<file path="src/rtl/evt_irq_pkg.sv">
package evt_irq_pkg;
  localparam int CAUSE_W = 8;
  localparam int SEL_W   = 2;

  localparam int CAUSE_CLK_LOCK   = 0;
  localparam int CAUSE_CLK_UNLOCK = 1;
  localparam int CAUSE_RX_START   = 2;
  localparam int CAUSE_FRAME_END  = 3;
  localparam int CAUSE_CCA_DONE   = 4;
  localparam int CAUSE_ADDR_MATCH = 5;
  localparam int CAUSE_UNDERRUN   = 6;
  localparam int CAUSE_WAKE       = 7;

  localparam logic [SEL_W-1:0] SEL_MASK = 2'd0;
  localparam logic [SEL_W-1:0] SEL_CFG  = 2'd1;

  localparam int CFG_REC_ALL = 0;
  localparam int CFG_ACT_LOW = 1;
  localparam int CFG_ALT_PIN = 2;
  localparam int CFG_W       = 3;

  typedef struct packed {
    logic ldMask;
    logic clrStat;
    logic recAll;
    logic activeLow;
    logic altPin;
  } irqCtl_t;
endpackage

</file>
<file path="src/rtl/evt_irq_ctrl_unit.sv">
module evt_irq_ctrl_unit
  import evt_irq_pkg::*;
#(
  parameter int SELW = SEL_W
) (
  input  logic                clk,
  input  logic                rstN,
  input  logic                wrEn,
  input  logic [SELW-1:0]     wrSel,
  input  logic [CFG_W-1:0]    cfgIn,
  input  logic                rdEn,
  output irqCtl_t             ctl
);
  logic [CFG_W-1:0] cfgQ;
  logic             cfgLoad;

  assign cfgLoad = wrEn && (wrSel == SELW'(SEL_CFG));

  always_ff @(posedge clk) begin
    if (!rstN) cfgQ <= '0;
    else if (cfgLoad) cfgQ <= cfgIn;
  end

  always_comb begin
    ctl           = '0;
    ctl.ldMask    = wrEn && (wrSel == SELW'(SEL_MASK));
    ctl.clrStat   = rdEn;
    ctl.recAll    = cfgQ[CFG_REC_ALL];
    ctl.activeLow = cfgQ[CFG_ACT_LOW];
    ctl.altPin    = cfgQ[CFG_ALT_PIN];
  end

  assert_cfg_hold_R11: assert property (@(posedge clk) disable iff (!rstN)
    !cfgLoad |=> $stable(cfgQ));
endmodule

</file>
<file path="src/rtl/evt_irq_datapath.sv">
module evt_irq_datapath
  import evt_irq_pkg::*;
#(
  parameter int NCAUSE = CAUSE_W
) (
  input  logic              clk,
  input  logic              rstN,
  input  irqCtl_t           ctl,
  input  logic [NCAUSE-1:0] wrData,
  input  logic [NCAUSE-1:0] evtPulse,
  input  logic              bufEmpty,
  output logic              rdValid,
  output logic [NCAUSE-1:0] rdData,
  output logic              irqPin
);
  logic [NCAUSE-1:0] maskQ;
  logic [NCAUSE-1:0] statusQ;
  logic [NCAUSE-1:0] pendHit;
  logic              irqActive;

  always_ff @(posedge clk) begin
    if (!rstN) maskQ <= '0;
    else if (ctl.ldMask) maskQ <= wrData;
  end

  for (genvar i = 0; i < NCAUSE; i++) begin : g_cause
    logic recEn;
    assign recEn = ctl.recAll | maskQ[i];
    always_ff @(posedge clk) begin
      if (!rstN) statusQ[i] <= 1'b0;
      else statusQ[i] <= (statusQ[i] & ~ctl.clrStat) | (evtPulse[i] & recEn);
    end
    assign pendHit[i] = statusQ[i] & maskQ[i];
  end

  always_ff @(posedge clk) begin
    if (!rstN) begin
      rdValid <= 1'b0;
      rdData  <= '0;
    end else begin
      rdValid <= ctl.clrStat;
      if (ctl.clrStat) rdData <= statusQ;
    end
  end

  assign irqActive = |pendHit;
  assign irqPin    = ctl.altPin ? bufEmpty : (irqActive ^ ctl.activeLow);

  assert_pin_needs_cause_R2: assert property (@(posedge clk) disable iff (!rstN)
    (!ctl.altPin && !ctl.activeLow && irqPin) |-> (statusQ != '0));
  assert_idle_high_R5: assert property (@(posedge clk) disable iff (!rstN)
    (!ctl.altPin && ctl.activeLow && statusQ == '0) |-> irqPin);
  assert_filter_R3: assert property (@(posedge clk) disable iff (!rstN)
    !ctl.recAll |=> ((statusQ & ~$past(statusQ) & ~$past(maskQ)) == '0));
  assert_sticky_R7: assert property (@(posedge clk) disable iff (!rstN)
    !ctl.clrStat |=> ((statusQ & $past(statusQ)) == $past(statusQ)));
  assert_clear_R6: assert property (@(posedge clk) disable iff (!rstN)
    (ctl.clrStat && evtPulse == '0) |=> (statusQ == '0));
  assert_keep_new_R8: assert property (@(posedge clk) disable iff (!rstN)
    ctl.clrStat |=> ((statusQ & ~$past(evtPulse)) == '0));
endmodule

</file>
<file path="src/rtl/evt_irq_top.sv">
module evt_irq_top
  import evt_irq_pkg::*;
#(
  parameter int NCAUSE = CAUSE_W,
  parameter int SELW   = SEL_W
) (
  input  logic              clk,
  input  logic              rstN,
  input  logic [NCAUSE-1:0] evtPulse,
  input  logic              bufEmpty,
  input  logic              wrEn,
  input  logic [SELW-1:0]   wrSel,
  input  logic [NCAUSE-1:0] wrData,
  input  logic              rdEn,
  output logic              rdValid,
  output logic [NCAUSE-1:0] rdData,
  output logic              irqPin
);
  irqCtl_t ctl;

  evt_irq_ctrl_unit #(.SELW(SELW)) u_ctrl (
    .clk   (clk),
    .rstN  (rstN),
    .wrEn  (wrEn),
    .wrSel (wrSel),
    .cfgIn (wrData[CFG_W-1:0]),
    .rdEn  (rdEn),
    .ctl   (ctl)
  );

  evt_irq_datapath #(.NCAUSE(NCAUSE)) u_dp (
    .clk      (clk),
    .rstN     (rstN),
    .ctl      (ctl),
    .wrData   (wrData),
    .evtPulse (evtPulse),
    .bufEmpty (bufEmpty),
    .rdValid  (rdValid),
    .rdData   (rdData),
    .irqPin   (irqPin)
  );
endmodule

</file>
<file path="config.mk">
export PLATFORM = sky130hd
export DESIGN_NAME = evt_irq_top
export DESIGN_NICKNAME = d
export VERILOG_FILES = /design/src/rtl/evt_irq_pkg.sv /design/src/rtl/evt_irq_ctrl_unit.sv /design/src/rtl/evt_irq_datapath.sv /design/src/rtl/evt_irq_top.sv
export SDC_FILE = /design/constraint.sdc
export NUM_CORES = 1
export LEC_CHECK = 0
export BUFFER_PORTS_ARGS = -buffer_cell sky130_fd_sc_hd__buf_2
export CORE_ASPECT_RATIO = 0.9
export CORE_MARGIN = 3
export CORE_UTILIZATION = 45
export DETAILED_ROUTE_END_ITERATION = 6
export HOLD_SLACK_MARGIN = 0.05
export MAX_ROUTING_LAYER = met4
export PLACE_DENSITY = 0.7
export SLEW_MARGIN = 5
export SYNTH_ARGS = -nofsm -noshare
export SYNTH_HDL_FRONTEND = slang
export SYNTH_HIERARCHICAL = 1
export SYNTH_SLANG_ARGS = --single-unit
</file>
<file path="constraint.sdc">
create_clock -name clk -period 1 [get_ports clk]
set_input_delay 0.25 -clock clk [delete_from_list [all_inputs] [get_ports clk]]
set_output_delay 0.25 -clock clk [all_outputs]
set_load 0.02 [all_outputs]
</file>
# == Yosys cells after proc, flatten, opt, wreduce, memory -nomap -nowiden ==
# Cells that the tools add are included.
# totals
register_bits,28
latchBits,0
mem_bits_rw,0
mem_bits_ro,0
input_bits,23
elab_cells,60
memories,0
# op_classes
n_addsub,0
mul,0
n_div,0
magnitude_cmp,0
n_eq_ne,1
shifts,0
mux,1
bitwise_logic,42
n_reduce_logical,4
# ops
op,count
1-bit bitwise AND,24
1-bit bitwise OR,16
8-bit OR reduction,1
2-bit by 1-bit equality test with 1-bit output (second input constant),1
1-bit logical AND,2
2-bit logical NOT,1
1-bit 2-to-1 mux,1
1-bit NOT,1
1-bit XOR,1

# == Depth between registers and ports, before layout ==
# Gate-level depths: netlist of the first run.
# logic_depth
word_depth,4
depth_mapped,5

# == Hierarchy ==
# Netlist of the first run, hierarchy kept.
# modules_own_cells
mod,instances,cells_each,area_each_um2
evt_irq_datapath,1,97,1051.0
evt_irq_ctrl_unit,1,16,141.4

# == Least setup slack after synthesis of the first run ==
# No wires, ideal clock.
# synth_path
kind,reg2out
from,reg u_dp.statusQ[0]
to,out irqPin
arrival_ns,1.011
required_ns,0.750
setup_slack_ns,-0.261
path_stages_with_launch,4
cell_sequence,dfxtp_1 > a22oi_2 > and4_4 > a221oi_2
# synth_via
elab_chain_len,4
# synth_lines
element,line,rtl
"start, declared",evt_irq_datapath.sv:17,logic [NCAUSE-1:0] statusQ;
"start signal, assigned by index",evt_irq_datapath.sv:31,else statusQ[i] <= (statusQ[i] & ~ctl.clrStat) | (evtPulse[i] & recEn);
1-bit bitwise AND,evt_irq_datapath.sv:33,assign pendHit[i] = statusQ[i] & maskQ[i];
8-bit OR reduction,evt_irq_datapath.sv:46,assign irqActive = |pendHit;
1-bit XOR,evt_irq_datapath.sv:47,assign irqPin = ctl.altPin ? bufEmpty : (irqActive ^ ctl.activeLow);
1-bit 2-to-1 mux,evt_irq_datapath.sv:47,
"end, declared",evt_irq_top.sv:17,output logic irqPin
# Every way passes these cells.

# == Worst setup path after layout of the first run ==
# layout_path
from,reg u_dp.statusQ[5]
to,out irqPin
# The elaborated chain is that of the path after synthesis.

==> results by group, run 1 <==
Routing
  • Via count: 942
  • Starting DRT DRC Count: 24
  • Final antenna-violating net count: 0
  • Total wire length: 2450 um
  • DR pass1 iterations: 4
  • WL per Instance: 12.9 um
  • DR vias/cell: 4.96
  • DRC viols: 0

Synthesis
  • Synth cell types: 20
  • Syn avg cell area: 10.6 um2
  • Post-synth EDFFs: 0
  • Synth warn: 6
  • Post-Syn Instances: 113
  • Top-area cell type share of the netlist area: 0.470
  • Synth cell count leaders: 28 x dfxtp_1, 19 x mux2i_1, 16 x nor2b_1
  • Largest area contributor in the netlist: dfxtp_1
  • Cells taking the most area after synthesis: dfxtp_1 47%, mux2i_1 16%, nor2b_1 8.4%
  • Post-synthesis sequential area ratio: 0.470
  • Count leader, synth: dfxtp_1
  • Async SR Flop Fraction: 0
  • Post-Syn Nets: 136
  • Top FF cell, synth: dfxtp_1
  • Yosys reg bits: 28
  • Mapped Area: 1190 um2

Timing
  • Actual slew at the worst max-slew pin: 302 ps
  • Final Critical Period: 1660 ps
  • Tcrit/Tclk final: 1.66
  • Final Hold Fails: 0
  • RSZ-0062 raised after global routing: yes
  • Endpoints failing setup: 10
  • Slew headroom: 0.798
  • Highest Clock Rate: 601 MHz
  • Fin worst setup slack: -664 ps
  • Max Slew Vio Count: 0
  • Post-Route Skew: 3.08 ps

Critical path
  • R2R cell count: 2
  • Req. time, crit path: 750 ps
  • WP data arrival: 1410 ps
  • Crit path capture type: primary output
  • Crit Path Max Fanout: 2
  • Critical path class: reg2out
  • Worst setup SP type: flop

GRT
  • Largest net degree at the start of global routing: 32
  • First-pass GRT wire length: 3880 um
  • GR Util All Layers: 0.167
  • Total grt overflow: 0
  • Vias in the first global route: 871
  • Antenna violations before repair: 0

Place
  • DP Area: 1530 um2
  • # port buffers: 32
  • GP Congestion: 0.735
  • Worst slack, placed: -336 ps
  • Detailed-placement wirelength estimate: 1810 um

Clock network
  • CTS Hold Bufs: 0
  • Num CTS Buffers: 3
  • Clk buf depth: 2
  • Skew-Pair Late Insertion Delay: 320 ps
  • Clock Sinks: 28
  • CTS Root Cell: clkbuf_4
  • CTS clk-pin slew, worst paths: 140 ps
  • CTS tree: done
  • H-tree levels: 1

Pwr
  • Peak VDD IR: 0.774 mV
  • Clk network pwr share: 0.239
  • Register share of total power: 0.621
  • Net Switching: 0.441 mW
  • Pleak: 0.680 nW
  • Pwr per Cell Area: 1150 nW/um2
  • Comb pwr share: 0.139
  • Internal: 1.45 mW
  • Switching Share: 0.234

Status
  • Status: finished, violations left
  • Failing checks: negative setup slack

Finish
  • Nets: 187
  • Antenna Cells: 0
  • Post-route cell area: 1640 um2
  • Layout cells sized above 1: 0.463
  • Synth-to-Final Area Change: 37.7%
  • Final core utilization: 0.660

Die
  • Die area: 3300 um2
  • Chip Height: 54.8 um
  • Core area: 2490 um2
  • Die width: 60.3 um
  • Num rows: 17
  • Starting Density: 0.479
  • Io pins: 33

Worst hold path
  • Hold path cells: 3
  • Hold Path Class: in2reg

Job
  • Max-cap viol count: 0
## cells in the final DEF (no fill, tap or decap), types with 2 or more instances in the layout
cell	instances
nand2_1	6
clkbuf_4	3
buf_12	2
dfxtp_1	16
a21boi_1	8
buf_2	22
nand2b_1	9
buf_6	10
mux2i_1	19
buf_4	19
a22oi_2	4
nor2b_1	16
o21ai_0	8
dfxtp_2	12
## worst max-delay path, stage by stage (launching register included)
cell and delay (ps):
dfxtp_2 350, a22oi_2 210, a41oi_2 170, a221oi_4 210, buf_6 150
## path summary, 6_finish.rpt
check                                            startpoint                          end  slack [ps]
worst min-delay path                            evtPulse[2]   u_dp/statusQ[2]$_SDFF_PN0_         170
worst min register to register  u_ctrl/cfgQ[1]$_SDFFE_PN0P_  u_ctrl/cfgQ[1]$_SDFFE_PN0P_         490
worst max register to register  u_ctrl/cfgQ[0]$_SDFFE_PN0P_   u_dp/statusQ[5]$_SDFF_PN0_         140
worst max-delay path             u_dp/statusQ[5]$_SDFF_PN0_                       irqPin        -660
## stage by stage
stage	hold WS, ps	TNS (ps)	total power, mW	std cells
3_3_place_gp	463	-1460	1.44	186
5_1_grt	166	-1530	1.98	190
2_1_floorplan	392	-212	1.33	113
6_report	174	-1030	1.89	190
4_1_cts	158	-1220	1.91	189
3_5_place_dp	476	-1680	1.44	186
## metal layers
layer,global-route usage,share of wire,vias to the layer above
met5,-,0,-
met4,0.0664,0.0053,0
met3,0.0283,0.048,2
met2,0.264,0.49,24
met1,0.213,0.46,429
li1,-,-,487
## power by group through the flow
stage | clock network, mW | registers (mW) | logic, mW
4_1_cts | 0.478 | 1.17 | 0.263
6_report | 0.452 | 1.17 | 0.263
2_1_floorplan | 0 | 1.20 | 0.126
3_3_place_gp | 0 | 1.19 | 0.246
5_1_grt | 0.517 | 1.18 | 0.285
3_5_place_dp | 0 | 1.19 | 0.250
## sequential cells by signal (all words and copies together) (netlist names)
name          flops
u_dp/statusQ      8
u_dp/maskQ        8
u_ctrl/cfgQ       3
u_dp/rdData       8
u_dp/rdValid      1
## layout make-up
class / count / area, um2
inverters: 1 / 3.75
flip-flops and latches: 28 / 576
repair buffers: 53 / 405
well taps: 28 / 35.0
clock buffers: 3 / 22.5
multi-input cells: 77 / 599
fillers: 212 / 847
## logic make-up (layout without fill, tap and decap cells)
family / count (synthesis) / after routing / synth area share
AOI/OAI and AO/OA: 22 / 22 / 0.146
and+or+nand+nor: 36 / 36 / 0.182
DFF: 28 / 28 / 0.470
muxes: 19 / 19 / 0.159
buffers and inverters: 8 / 57 / 0.0430
## what timing repair did
action                     CTS  global route
setup endpoints to repair   10            10
buffers inserted             0             1
gates resized for setup     30             2
pin swaps                    1             3
Power figures use the tool's default switching activity.
==> run 2, diff against run 1 <==
--- a/config.mk
+++ b/config.mk
@@ -13,6 +13,7 @@
 export HOLD_SLACK_MARGIN = 0.05
 export MAX_ROUTING_LAYER = met4
 export PLACE_DENSITY = 0.7
+export RECOVER_POWER = 100
 export SLEW_MARGIN = 5
 export SYNTH_ARGS = -nofsm -noshare
 export SYNTH_HDL_FRONTEND = slang
==> run 2 against run 1 <==
  * The flow still finishes with violations (negative setup slack)
  * Final cell count unchanged
  * Non-clock buffer count unchanged
  * Clock skew about the same
  * First-iteration DRC count grew 25%
  * Register-to-register slack worse by 40 ps
  * Hold slack improved by 2.3 ps
  * Highest routed layer unchanged
  * Via count increased by 0.11%
  * Die area did not move
==> results by group, run 2 (synthesis gave the netlist of run 1 again) <==
Die
  • Die area: 3300 um2
  • Io pins: 33
  • Num rows: 17
  • Core area: 2490 um2
  • Starting Density: 0.479
  • Die width: 60.3 um
  • Chip Height: 54.8 um

Critical path
  • Slowest stage delay, CP: 350 ps
  • Crit path capture type: primary output
  • Critical Path, Cell by Cell: a22oi_2, a41oi_2, a221oi_4, buf_6
  • Buf/Inv on CP: 1
  • Critical path class: reg2out
  • Reg-to-reg startpoint: u_ctrl/cfgQ[0]$_SDFFE_PN0P_
  • Req. time, crit path: 750 ps
  • R2R cell count: 2
  • WP data arrival: 1420 ps
  • Crit Path Max Fanout: 2
  • Crit-path slowest cell: dfxtp_2
  • R2R Path End: u_dp/statusQ[5]$_SDFF_PN0_
  • CP top delay family: compound AO/OA/AOI/OAI gates
  • Worst R2R Setup Slack: 100 ps
  • Worst setup SP type: flop

Timing
  • Max Slew Vio Count: 0
  • Final Critical Period: 1670 ps
  • Final Hold Fails: 0
  • Post-Route Skew: 3.49 ps
  • Fin worst setup slack: -666 ps
  • Setup_tns: -1030 ps
  • RSZ-0062 raised after global routing: yes
  • Endpoints failing setup: 10
  • Slew headroom: 0.694
  • Highest Clock Rate: 600 MHz
  • Actual slew at the worst max-slew pin: 459 ps
  • Tcrit/Tclk final: 1.67

GRT
  • Total grt overflow: 0
  • GR Util All Layers: 0.167
  • Antenna violations before repair: 0
  • Vias in the first global route: 871
  • First-pass GRT wire length: 3880 um
  • Largest net degree at the start of global routing: 32

Finish
  • Synth-to-Final Area Change: 35.9%
  • Leading registers by flop count: u_dp/maskQ: 8 flops, u_dp/rdData: 8 flops, u_dp/statusQ: 8 flops
  • Most frequent cells in the layout: 22 x buf_2, 19 x mux2i_1, 16 x dfxtp_1, 16 x nor2b_1
  • Commonest non-fill, non-tap cell in the layout: buf_2
  • Nets: 187
  • Layout cells sized above 1: 0.457
  • Antenna Cells: 0
  • Post-route cell area: 1620 um2
  • Layout filler cell count: 214

Routing
  • Total wire length: 2460 um
  • WL per Instance: 12.9 um
  • Starting DRT DRC Count: 30
  • DR vias/cell: 4.96
  • DR pass1 iterations: 4
  • Final antenna-violating net count: 0
  • Via count: 943
  • DRC viols: 0

Place
  • DP Area: 1530 um2
  • # port buffers: 32
  • Detailed-placement wirelength estimate: 1810 um
  • Worst slack, placed: -336 ps
  • GP Congestion: 0.735

Pwr
  • Pwr per Cell Area: 1160 nW/um2
  • Pleak: 0.662 nW
  • Peak VDD IR: 0.771 mV

Worst hold path
  • Hold path startpoint: wrData[1]
  • Hold Path Class: in2reg
  • Hold path cells: 3
  • Hold endpoint: u_ctrl/cfgQ[1]$_SDFFE_PN0P_

Clock network
  • CTS Root Cell: clkbuf_4
  • CTS Hold Bufs: 0
  • CTS clk-pin slew, worst paths: 140 ps
  • Skew-Pair Late Insertion Delay: 320 ps
  • H-tree levels: 1
  • Clk buf depth: 2
  • CTS tree: done
  • Clock Sinks: 28
  • Num CTS Buffers: 3

Status
  • Failing checks: negative setup slack
  • Status: finished, violations left

Job
  • Max-cap viol count: 0
-- run 2: changes by cell type in the layout (fill, tap and decap cells not counted), sizes merged --
cell,previous run,this run
buf,53,45
clkbuf,3,11
-- run 2: metrics by stage --
step | cells | power (mW) | util | hold slack, ps
3_5_place_dp | 186 | 1.44 | 0.616 | 476
5_1_grt | 190 | 1.97 | 0.651 | 168
3_3_place_gp | 186 | 1.44 | 0.616 | 463
6_report | 190 | 1.88 | 0.651 | 177
2_1_floorplan | 113 | 1.33 | - | 392
4_1_cts | 189 | 1.91 | 0.656 | 158
-- run 2: final cells by class --
type                    count  area [um2]  share of cell area
clock buffers               3        22.5              0.0139
inverters                   1        3.75             0.00232
multi-input cells          77         599               0.370
flip-flops and latches     28         576               0.355
well taps                  28        35.0              0.0216
repair buffers             53         384               0.237
-- run 2: power by group --
group          switching [mW]  internal (mW)
clock network           0.311          0.141
logic                   0.105          0.145
registers              0.0235           1.15
-- run 2: worst register-to-register path: cells and delay by family, from the launching register on --
kind / cells / cell delay, ps
DFF: 1 / 520
AOI/OAI and AO/OA: 2 / 300
-- run 2: per-layer routing --
metal / routed length [um] / track usage / vias to the layer above / part of all wire
met2: 1190 / 0.264 / 17 / 0.48
li1: - / - / 487 / -
met5: 0 / - / - / 0
met1: 1170 / 0.213 / 437 / 0.47
met3: 90 / 0.0283 / 2 / 0.037
met4: 13 / 0.0664 / 0 / 0.0053
-- run 2: worst max-delay path by stage --
stage / startpoint / end / slack, ps / cells past startpoint
2_1_floorplan: u_dp/maskQ[7]$_SDFFE_PN0P_ / irqPin / -210 / 3
3_3_place_gp: u_dp/maskQ[7]$_SDFFE_PN0P_ / irqPin / -340 / 4
3_5_place_dp: u_dp/maskQ[5]$_SDFFE_PN0P_ / irqPin / -340 / 4
4_1_cts: u_dp/maskQ[7]$_SDFFE_PN0P_ / irqPin / -690 / 4
5_1_grt: u_dp/statusQ[2]$_SDFF_PN0_ / irqPin / -760 / 4
6_report: u_dp/maskQ[7]$_SDFFE_PN0P_ / irqPin / -670 / 4
-- run 2: what timing repair did --
action,in CTS,in global routing
setup endpoints to repair,10,10
pin swaps,1,3
buffers inserted,0,1
gates resized for setup,30,2
gates cloned,0,0
